--- src/rtl/txp_pkg.sv ---
package txp_pkg;

  localparam int unsigned WORD_W = 32;

  // register byte offsets
  localparam logic [7:0] OFS_STATUS  = 8'h00;
  localparam logic [7:0] OFS_RESET   = 8'h08;
  localparam logic [7:0] OFS_VACANCY = 8'h0C;
  localparam logic [7:0] OFS_DATA    = 8'h10;
  localparam logic [7:0] OFS_SIZE    = 8'h14;

  localparam logic [WORD_W-1:0] RESET_KEY = 32'h0000_00A5;

  // status bit positions shared with the interrupt status word
  localparam int unsigned BIT_OVERRUN  = 28;
  localparam int unsigned BIT_DONE     = 27;
  localparam int unsigned BIT_MISMATCH = 25;

  typedef struct packed {
    logic overrun;
    logic done;
    logic mismatch;
  } txp_status_t;

  // a size write is good when it is a nonzero whole number of words
  // equal to the count of words waiting for commit
  function automatic logic size_matches(input logic [WORD_W-1:0] size_bytes,
                                        input logic [WORD_W-1:0] pending_words);
    return (size_bytes[1:0] == 2'b00) && (size_bytes != '0) &&
           ((size_bytes >> 2) == pending_words);
  endfunction

  function automatic logic [WORD_W-1:0] pack_status(input txp_status_t s);
    logic [WORD_W-1:0] w;
    w = '0;
    w[BIT_OVERRUN]  = s.overrun;
    w[BIT_DONE]     = s.done;
    w[BIT_MISMATCH] = s.mismatch;
    return w;
  endfunction

endpackage

--- src/rtl/txp_word_store.sv ---
module txp_word_store #(
  parameter int unsigned DEPTH = 16,
  localparam int unsigned AW   = $clog2(DEPTH)
) (
  input  logic          clk,
  input  logic          rst_n,
  input  logic          wr_en,
  input  logic [AW-1:0] wr_idx,
  input  logic [31:0]   wr_data,
  input  logic          mark_en,
  input  logic [AW-1:0] mark_idx,
  input  logic [AW-1:0] rd_idx,
  output logic [31:0]   rd_data,
  output logic          rd_last
);

  logic [31:0] mem [DEPTH];
  logic        last_q [DEPTH];

  always_ff @(posedge clk) begin
    if (wr_en) mem[wr_idx] <= wr_data;
  end

  // end-of-packet flag per slot: cleared on a fresh push, set on commit
  for (genvar g = 0; g < DEPTH; g++) begin : g_last
    always_ff @(posedge clk or negedge rst_n) begin
      if (!rst_n) begin
        last_q[g] <= 1'b0;
      end else if (wr_en && (wr_idx == AW'(g))) begin
        last_q[g] <= 1'b0;
      end else if (mark_en && (mark_idx == AW'(g))) begin
        last_q[g] <= 1'b1;
      end
    end
  end

  assign rd_data = mem[rd_idx];
  assign rd_last = last_q[rd_idx];

endmodule

--- src/rtl/txp_ptr_ctrl.sv ---
module txp_ptr_ctrl
  import txp_pkg::*;
#(
  parameter int unsigned DEPTH = 16,
  localparam int unsigned CAP  = DEPTH - 4,
  localparam int unsigned PW   = $clog2(DEPTH) + 1
) (
  input  logic          clk,
  input  logic          rst_n,
  input  logic          push_req,
  input  logic          size_req,
  input  logic [31:0]   size_bytes,
  input  logic          flush,
  input  logic          beat,
  input  logic          beat_last,
  input  logic          clr_done,
  input  logic          clr_mismatch,
  output logic [PW-1:0] wr_ptr,
  output logic [PW-1:0] rd_ptr,
  output logic [PW-1:0] commit_ptr,
  output logic [PW-1:0] vacancy,
  output logic          ev_push,
  output logic          ev_drop,
  output logic          ev_commit,
  output logic          ev_mismatch,
  output logic          ev_done,
  output txp_status_t   status
);

  logic [PW-1:0] occupancy;
  logic [PW-1:0] pending;
  logic          full;
  logic          size_ok;

  assign occupancy = wr_ptr - rd_ptr;
  assign pending   = wr_ptr - commit_ptr;
  assign full      = (occupancy == PW'(CAP));
  assign vacancy   = PW'(CAP) - occupancy;
  assign size_ok   = size_matches(size_bytes, 32'(pending));

  assign ev_push     = push_req && !status.overrun && !full;
  assign ev_drop     = push_req && !ev_push;
  assign ev_commit   = size_req && !status.overrun && size_ok;
  assign ev_mismatch = size_req && !status.overrun && !size_ok;
  assign ev_done     = beat && beat_last;

  always_ff @(posedge clk or negedge rst_n) begin
    if (!rst_n) begin
      wr_ptr     <= '0;
      rd_ptr     <= '0;
      commit_ptr <= '0;
    end else if (flush) begin
      wr_ptr     <= '0;
      rd_ptr     <= '0;
      commit_ptr <= '0;
    end else begin
      if (ev_push)     wr_ptr     <= wr_ptr + 1'b1;
      if (ev_mismatch) wr_ptr     <= commit_ptr;
      if (ev_commit)   commit_ptr <= wr_ptr;
      if (beat)        rd_ptr     <= rd_ptr + 1'b1;
    end
  end

  always_ff @(posedge clk or negedge rst_n) begin
    if (!rst_n) begin
      status <= '0;
    end else if (flush) begin
      status <= '0;
    end else begin
      status.overrun  <= status.overrun | ev_drop;
      status.done     <= (status.done & ~clr_done) | ev_done;
      status.mismatch <= (status.mismatch & ~clr_mismatch) | ev_mismatch;
    end
  end

endmodule

--- src/rtl/reg_stream_tx.sv ---
module reg_stream_tx
  import txp_pkg::*;
#(
  parameter int unsigned DEPTH  = 16,
  parameter int unsigned ADDR_W = 8
) (
  input  logic              clk,
  input  logic              rst_n,
  input  logic              bus_wr,
  input  logic [ADDR_W-1:0] bus_waddr,
  input  logic [31:0]       bus_wdata,
  input  logic [ADDR_W-1:0] bus_raddr,
  output logic [31:0]       bus_rdata,
  output logic              m_tvalid,
  input  logic              m_tready,
  output logic [31:0]       m_tdata,
  output logic              m_tlast
);

  localparam int unsigned CAP = DEPTH - 4;
  localparam int unsigned AW  = $clog2(DEPTH);
  localparam int unsigned PW  = AW + 1;

  function automatic logic at_ofs(input logic [ADDR_W-1:0] a, input logic [7:0] ofs);
    return a == ADDR_W'(ofs);
  endfunction

  // decoded bus events
  logic push_req, size_req, ev_key, clr_done, clr_mismatch;
  assign push_req     = bus_wr && at_ofs(bus_waddr, OFS_DATA);
  assign size_req     = bus_wr && at_ofs(bus_waddr, OFS_SIZE);
  assign ev_key       = bus_wr && at_ofs(bus_waddr, OFS_RESET) && (bus_wdata == RESET_KEY);
  assign clr_done     = bus_wr && at_ofs(bus_waddr, OFS_STATUS) && bus_wdata[BIT_DONE];
  assign clr_mismatch = bus_wr && at_ofs(bus_waddr, OFS_STATUS) && bus_wdata[BIT_MISMATCH];

  logic [PW-1:0] wr_ptr, rd_ptr, commit_ptr, vacancy;
  logic          ev_push, ev_drop, ev_commit, ev_mismatch, ev_done, ev_beat;
  txp_status_t   status;
  logic          sts_ovr, sts_done;
  logic [PW-1:0] last_ptr;

  assign ev_beat  = m_tvalid && m_tready;
  assign sts_ovr  = status.overrun;
  assign sts_done = status.done;
  assign last_ptr = wr_ptr - 1'b1;

  txp_ptr_ctrl #(.DEPTH(DEPTH)) u_ctrl (
    .clk          (clk),
    .rst_n        (rst_n),
    .push_req     (push_req),
    .size_req     (size_req),
    .size_bytes   (bus_wdata),
    .flush        (ev_key),
    .beat         (ev_beat),
    .beat_last    (m_tlast),
    .clr_done     (clr_done),
    .clr_mismatch (clr_mismatch),
    .wr_ptr       (wr_ptr),
    .rd_ptr       (rd_ptr),
    .commit_ptr   (commit_ptr),
    .vacancy      (vacancy),
    .ev_push      (ev_push),
    .ev_drop      (ev_drop),
    .ev_commit    (ev_commit),
    .ev_mismatch  (ev_mismatch),
    .ev_done      (ev_done),
    .status       (status)
  );

  txp_word_store #(.DEPTH(DEPTH)) u_store (
    .clk      (clk),
    .rst_n    (rst_n),
    .wr_en    (ev_push),
    .wr_idx   (wr_ptr[AW-1:0]),
    .wr_data  (bus_wdata),
    .mark_en  (ev_commit),
    .mark_idx (last_ptr[AW-1:0]),
    .rd_idx   (rd_ptr[AW-1:0]),
    .rd_data  (m_tdata),
    .rd_last  (m_tlast)
  );

  // a word is visible only once it lies below the commit point
  assign m_tvalid = (rd_ptr != commit_ptr);

  always_comb begin
    bus_rdata = '0;
    if (at_ofs(bus_raddr, OFS_STATUS))       bus_rdata = pack_status(status);
    else if (at_ofs(bus_raddr, OFS_VACANCY)) bus_rdata = 32'(vacancy);
  end

endmodule

--- config.mk ---
export PLATFORM = sky130hd
export DESIGN_NAME = reg_stream_tx
export DESIGN_NICKNAME = d
export VERILOG_FILES = /design/src/rtl/txp_pkg.sv /design/src/rtl/txp_word_store.sv /design/src/rtl/txp_ptr_ctrl.sv /design/src/rtl/reg_stream_tx.sv
export SDC_FILE = /design/constraint.sdc
export NUM_CORES = 1
export LEC_CHECK = 0
export BUFFER_PORTS_ARGS = -buffer_cell sky130_fd_sc_hd__buf_2
export CAP_MARGIN = 20
export CORE_UTILIZATION = 35
export CTS_CLUSTER_SIZE = 24
export DETAILED_ROUTE_END_ITERATION = 12
export PLACE_DENSITY = 0.63
export SLEW_MARGIN = 0
export SYNTH_ARGS = -nofsm -noshare
export SYNTH_HDL_FRONTEND = slang
export SYNTH_SLANG_ARGS = --single-unit
--- constraint.sdc ---
create_clock -name clk -period 5.2 [get_ports clk]
set_clock_uncertainty 0.15 [all_clocks]
set_input_delay 0.26 -clock clk [delete_from_list [all_inputs] [get_ports clk]]
set_output_delay 0.26 -clock clk [all_outputs]
set_load 0.01 [all_outputs]
==> metrics.csv, run 1 <==
metric,value,unit
sequential-to-total area share from yosys stat,73.9,%
most common cell type on the critical path,mux4_2,
Mapped Cells,1026,
die width,252,um
layout cell share with drive strength beyond 1,30.9,%
worst-path cell chain,buf_4 -> buf_12 -> mux4_2 -> mux4_2 -> buf_2,
FMAX,0.240,GHz
Antenna Cells,0,
Mean Syn Cell Area,21.4,sq um
slowest cell on the critical path,mux4_2,
CP arrival,3.76,ns
largest net degree at the start of global routing,135,
mapped cell area,22000,sq um
number of setup violations in the final report,0,
worst-case clock buffer depth,3,
most frequent cells in the layout,"edfxtp_1, mux4_2, buf_2, clkbuf_16, nor2_1",
Antenna Violating Nets Remaining,0,
CTS sink cnt,546,
status,"finished, final reports clean",
post-cts sizing count,0,
H-tree Lvls,2,
Post-DP Area,23400,sq um
gr usage total,15.5,%
number of global-route vias before repair,10800,
leakage power,8.34,nW
initial core utilization,35.5,%
Crit. End Element,output pin,
MaxCap Viol Count,0,
"Max FO, Critical Path",107,
Tmin final,4.17,ns
fill count,5376,
DRT Pass-1 Iters,5,
IO Pins,118,
initial DRC count,859,
required time of the worst setup path,4.79,ns
initial antenna violation count,3,
"area leader, netlist",edfxtp_1,
first-pass GRT wire length,72500,um
Avg WL per Cell,23.8,um
area share of the largest cell type after synthesis,70.0,%
DPL Wire Length,29100,um
die area,63700,sq um
Min-Delay Path Class,input pin to flop,
CTS buffer count,53,
"Async S/R FF share, synth",6.23,%
port bufs,93,
DRC errors left,0,
Tot Pwr,0.0121,W
final net count,1251,
Worst slew margin,33.3,%
row cnt,91,
synthesized flop and latch total,546,
Core Region,61800,sq um
Final Hold Fails,0,
total grt overflow,0,
synthesis-to-finish area growth,16.2,%
Tcrit/Tclk final,80.1,%
Skew-Pair Late Insertion Delay,0.59,ns
Synth cell types,53,
CTS tree,done,
Synth area leaders,"edfxtp_1, mux4_2, dfrtp_1",
routed vias/inst,5.18,
root buf cell,clkbuf_16,
unrepaired setup endpoints after global routing,false,
ys flop type,edfxtp_1,
"commonest non-fill, non-tap cell in the layout",edfxtp_1,
CP startpoint kind,flop,
Pwr per Cell Area,474,nW/um^2
Worst path max stage delay,0.68,ns
routed vias,10700,
GP Congestion,0.793,
Yosys warning count,0,
"EDFF count, synth",512,
DP Cell Count,1926,
Die H,252,um
CP Class,flop to output pin,
Worst Max-Slew Pin Slew,1.00,ns
"Slew Viols, Final",0,
Routed Wire Length,49000,um
Max IR drop VDD,428,uV
Worst-path clk slew,0.06,ns
Non-Filler Instances,2062,
post-route cell area,25500,sq um
r2r setup slk,1.04,ns
logic make-up (layout without fill, tap and decap cells):
| logic type | Yosys count | in the layout | share of synthesized area, % |
|---|---|---|---|
| AO/OA/AOI/OAI | 53 | 53 | 1.89 |
| AND/OR/NAND/NOR | 129 | 129 | 3.00 |
| flip-flops | 546 | 546 | 73.9 |
| adder cells (fa/ha/maj) | 18 | 18 | 1.09 |
| multiplexers | 166 | 166 | 16.9 |
| other | 1 | 24 | 0.0171 |
| buffers and inverters | 83 | 259 | 1.93 |
| XOR/XNOR | 30 | 30 | 1.26 |
sequential cells by signal, indices dropped and copies added (netlist names):
signal	count
u_ctrl.commit_ptr	5
u_ctrl.rd_ptr	5
u_ctrl.status	3
u_ctrl.wr_ptr	5
u_store.last_q	16
u_store.mem	512
Yosys cell counts, types with 6 or more instances:
cell      instances
a21oi_1          11
a41oi_1          17
and3_1           15
buf_1            16
buf_4            25
clkbuf_1         21
dfrtp_1          34
edfxtp_1        512
ha_1             16
inv_1            16
mux4_2          164
nand2_1          18
nand4_1           6
nor2_1           45
nor3_1            6
nor4_1            8
o31ai_1           6
or3_1             6
xnor2_1          20
xor2_1            9
path summary, 6_finish.rpt:
check,start,to,cells after the start
max,u_ctrl.rd_ptr[0],m_tdata[0],5
min,m_tready,u_ctrl.rd_ptr[0],5
max reg2reg,u_ctrl.wr_ptr[0],u_store.mem[8][23],9
min reg2reg,u_store.last_q[4],u_store.last_q[4],2
max in group asynchronous,rst_n,u_ctrl.rd_ptr[1],2
min in group asynchronous,rst_n,u_ctrl.status[0],2
layer usage:
layer | wire (um) | GRT usage (%) | vias to the layer above
met1 | 22700 | 23.4 | 5696
met3 | 3030 | 3.04 | 63
li1 | - | - | 4564
met5 | 0 | 0 | -
met4 | 730 | 3.39 | 0
met2 | 22500 | 23.3 | 350
final cells by class:
| type | count | area, sq um | share of cell area [%] |
|---|---|---|---|
| Sequential cell | 546 | 16200 | 63.6 |
| Multi-Input combinational cell | 420 | 5430 | 21.3 |
| Clock buffer | 65 | 1420 | 5.58 |
| Tap cell | 837 | 1050 | 4.10 |
| Timing Repair Buffer | 143 | 960 | 3.76 |
| Clock inverter | 34 | 358 | 1.40 |
| Inverter | 17 | 63.8 | 0.250 |
report_power, final:
part	switching (W)	leakage, nW	internal [W]	total, W
Clock	0.00163	0.881	0.00230	0.00393
Combinational	0.00172	2.44	0.00160	0.00332
Sequential	0.0000234	5.02	0.00483	0.00485
Total	0.00338	8.34	0.00872	0.0121
worst max-delay path, delay by kind of cell (launching register included):
kind     cells  cell delay (ns)
flops        1             0.40
buf+inv      3             1.33
mux          2             1.20
metrics by stage:
| step | TNS [ns] | utilization, % | setup slack (ns) | hold WS [ns] |
|---|---|---|---|---|
| 2_1_floorplan | -3.03 | - | -0.0473 | -0.186 |
| 3_3_place_gp | 0 | 37.8 | 1.16 | 0.246 |
| 3_5_place_dp | 0 | 37.8 | 1.02 | 0.254 |
| 4_1_cts | 0 | 41.3 | 0.972 | 0.0160 |
| 5_1_grt | 0 | 41.3 | 0.744 | 0.0844 |
| 6_report | 0 | 41.3 | 1.03 | 0.0368 |
timing repair:
action / in CTS / in global routing
hold buffers: 36 / 0
hold endpoints to repair: 541 / 0
setup endpoints to repair: 0 / 0
buffers inserted: 0 / 0
No activity file was read; power rests on OpenSTA's default activity.
==> inputs of run 2 (changes only) <==
--- a/config.mk
+++ b/config.mk
@@ -10,7 +10,7 @@
 export CORE_UTILIZATION = 35
 export CTS_CLUSTER_SIZE = 24
 export DETAILED_ROUTE_END_ITERATION = 12
-export PLACE_DENSITY = 0.63
+export PLACE_DENSITY = 0.62
 export SLEW_MARGIN = 0
 export SYNTH_ARGS = -nofsm -noshare
 export SYNTH_HDL_FRONTEND = slang
==> constraint.sdc (replaced) <==
create_clock -name clk -period 4.3 [get_ports clk]
set_clock_uncertainty 0.15 [all_clocks]
set_input_delay 0.215 -clock clk [delete_from_list [all_inputs] [get_ports clk]]
set_output_delay 0.215 -clock clk [all_outputs]
set_load 0.01 [all_outputs]
==> run 2 against run 1 <==
Global-route usage down 0.25 points. Critical path depth up 6. Total power grew 19%. Clock power grew 17%. Worst hold slack improved by 0.074 ns. First-iteration DRC count down 21%. Clock-buffer cell count is 5 higher. Sequential share of layout area shrank 0.62 points. Sequential cell count unchanged. Register-to-register slack got worse by 0.47 ns. Non-clock buffer count rose by 16. Sequential power up 21%. Critical path type is now flop to flop. Highest routed layer unchanged.
==> metrics.csv, run 2 (synthesis results as in run 1) <==
metric,value,unit
status,"finished, final reports clean",
DPL Wire Length,27000,um
Logic pwr share,27.1,%
Worst Max-Slew Pin Slew,0.992,ns
Final Hold Fails,0,
Largest regs,"u_store.mem: 512 flops, u_store.last_q: 16 flops",
root buf cell,clkbuf_16,
leakage power,8.44,nW
Min-Delay Path Class,input pin to async pin,
row cnt,91,
Pint,0.0104,W
Antenna Violating Nets Remaining,0,
Post-DP Area,23700,sq um
port bufs,93,
Seq pwr share,41.0,%
Largest Register,u_store.mem,
CP arrival,3.88,ns
Core Region,61800,sq um
initial core utilization,35.5,%
"Max FO, Critical Path",14,
number of global-route vias before repair,11300,
Die H,252,um
cell family with most CP delay,adder cells,
DRC errors left,0,
Avg WL per Cell,22.9,um
FF-to-FF End,u_store.mem[4][20],
routed vias/inst,5.10,
slowest cell on the critical path,and3_2,
"worst slack, placed",0.583,ns
CTS buffer count,54,
most common cell type on the critical path,inv_1,
Max IR drop VDD,469,uV
CP startpoint kind,flop,
worst-path cell chain,inv_1 -> ha_1 -> inv_1 -> fa_1 -> inv_1 -> ha_1 -> nand2b_1 -> mux2_2 -> o21a_1 -> and3_2 -> buf_12,
synthesis-to-finish area growth,17.4,%
Crit. End Element,flop,
final net count,1268,
Pwr per Cell Area,557,nW/um^2
net switching power of the design,0.00392,W
worst-case clock buffer depth,3,
"crit path setup slack, layout",0.570,ns
FMAX,0.268,GHz
die width,252,um
required time of the worst setup path,4.45,ns
layout cell share with drive strength beyond 1,31.1,%
CTS tree,done,
clock group share of total power,32.0,%
Tmin final,3.73,ns
"Buf+Inv Stages, Crit Path",4,
Tot Pwr,0.0143,W
Worst-path clk slew,0.06,ns
Routed Wire Length,47600,um
first-pass GRT wire length,72200,um
largest net degree at the start of global routing,135,
"Setup Fix Bufs, Post-CTS",0,
Worst slew margin,33.9,%
CTS sink cnt,546,
Skew-Pair Late Insertion Delay,0.59,ns
cell count along the critical path,11,
r2r setup slk,0.57,ns
post-cts sizing count,0,
R2R depth,11,
MaxCap Viol Count,0,
"commonest non-fill, non-tap cell in the layout",edfxtp_1,
Final TNS setup,0,ns
routed vias,10600,
post-route cell area,25800,sq um
DRT Pass-1 Iters,5,
"Slew Viols, Final",0,
max reg flops,512,
GP Congestion,0.803,
total grt overflow,0,
die area,63700,sq um
initial DRC count,680,
RR Startpoint,u_ctrl.wr_ptr[0],
IO Pins,118,
number of setup violations in the final report,0,
switching share of power,27.3,%
initial antenna violation count,1,
CP Class,flop to flop,
H-tree Lvls,2,
most frequent cells in the layout,"edfxtp_1, mux4_2, buf_2, clkbuf_16, nor2_1",
Tcrit/Tclk final,86.8,%
hold_buf cts,37,
Worst path max stage delay,0.56,ns
unrepaired setup endpoints after global routing,false,
gr usage total,15.3,%
fill count,5369,
run 2: how the worst max path moves through the flow:
| stage | end | slack [ns] | from |
|---|---|---|---|
| after floorplan | u_store.mem[11][0] | -0.95 | u_ctrl.rd_ptr[1] |
| after global placement | u_store.mem[4][2] | 0.71 | u_ctrl.wr_ptr[0] |
| after detailed placement | u_store.mem[4][11] | 0.58 | u_ctrl.wr_ptr[0] |
| after CTS | u_store.mem[4][20] | 0.56 | u_ctrl.wr_ptr[0] |
| after global routing | u_store.mem[4][20] | 0.35 | u_ctrl.wr_ptr[0] |
| final | u_store.mem[4][20] | 0.57 | u_ctrl.wr_ptr[0] |
run 2: worst register-to-register path, cell delays in order (launching register included):
cell and delay, ns:
dfrtp_1 0.44, inv_1 0.25, ha_1 0.22, inv_1 0.05
fa_1 0.49, inv_1 0.06, ha_1 0.25, nand2b_1 0.08
mux2_2 0.20, o21a_1 0.45, and3_2 0.57, buf_12 0.22
run 2: cell type report:
class | count | area (sq um) | share of cell area (%)
clock buffers | 70 | 1480 | 5.72
inverters | 17 | 63.8 | 0.248
multi-input cells | 420 | 5430 | 21.1
flip-flops and latches | 546 | 16200 | 63.0
clock inverters | 31 | 250 | 0.971
diodes | 1 | 2.50 | 0.00971
well taps | 837 | 1050 | 4.06
repair buffers | 159 | 1270 | 4.91
run 2: layer usage:
metal  vias to the layer above  track usage, %  share of wire, %
met2                       274            24.6                49
met3                        59            3.17               5.4
li1                       4605               -                 -
met1                      5672            21.4                44
met4                         0            3.43               1.4
met5                         -               0                 0
run 2: through the flow:
| stage | util [%] | hold WS (ns) | cells |
|---|---|---|---|
| after floorplan | - | -0.231 | 1049 |
| after global placement | 38.3 | 0.196 | 1942 |
| after detailed placement | 38.3 | 0.204 | 1942 |
| after CTS | 41.7 | 0.0822 | 2080 |
| after global routing | 41.7 | 0.167 | 2080 |
| final | 41.7 | 0.111 | 2081 |
run 2: power by group through the flow:
stage / clock network, W / registers (W) / logic (W)
2_1_floorplan: 0 / 0.00597 / 0.00276
3_3_place_gp: 0 / 0.00599 / 0.00397
3_5_place_dp: 0 / 0.00599 / 0.00398
4_1_cts: 0.00469 / 0.00588 / 0.00402
5_1_grt: 0.00490 / 0.00588 / 0.00422
6_report: 0.00458 / 0.00588 / 0.00388
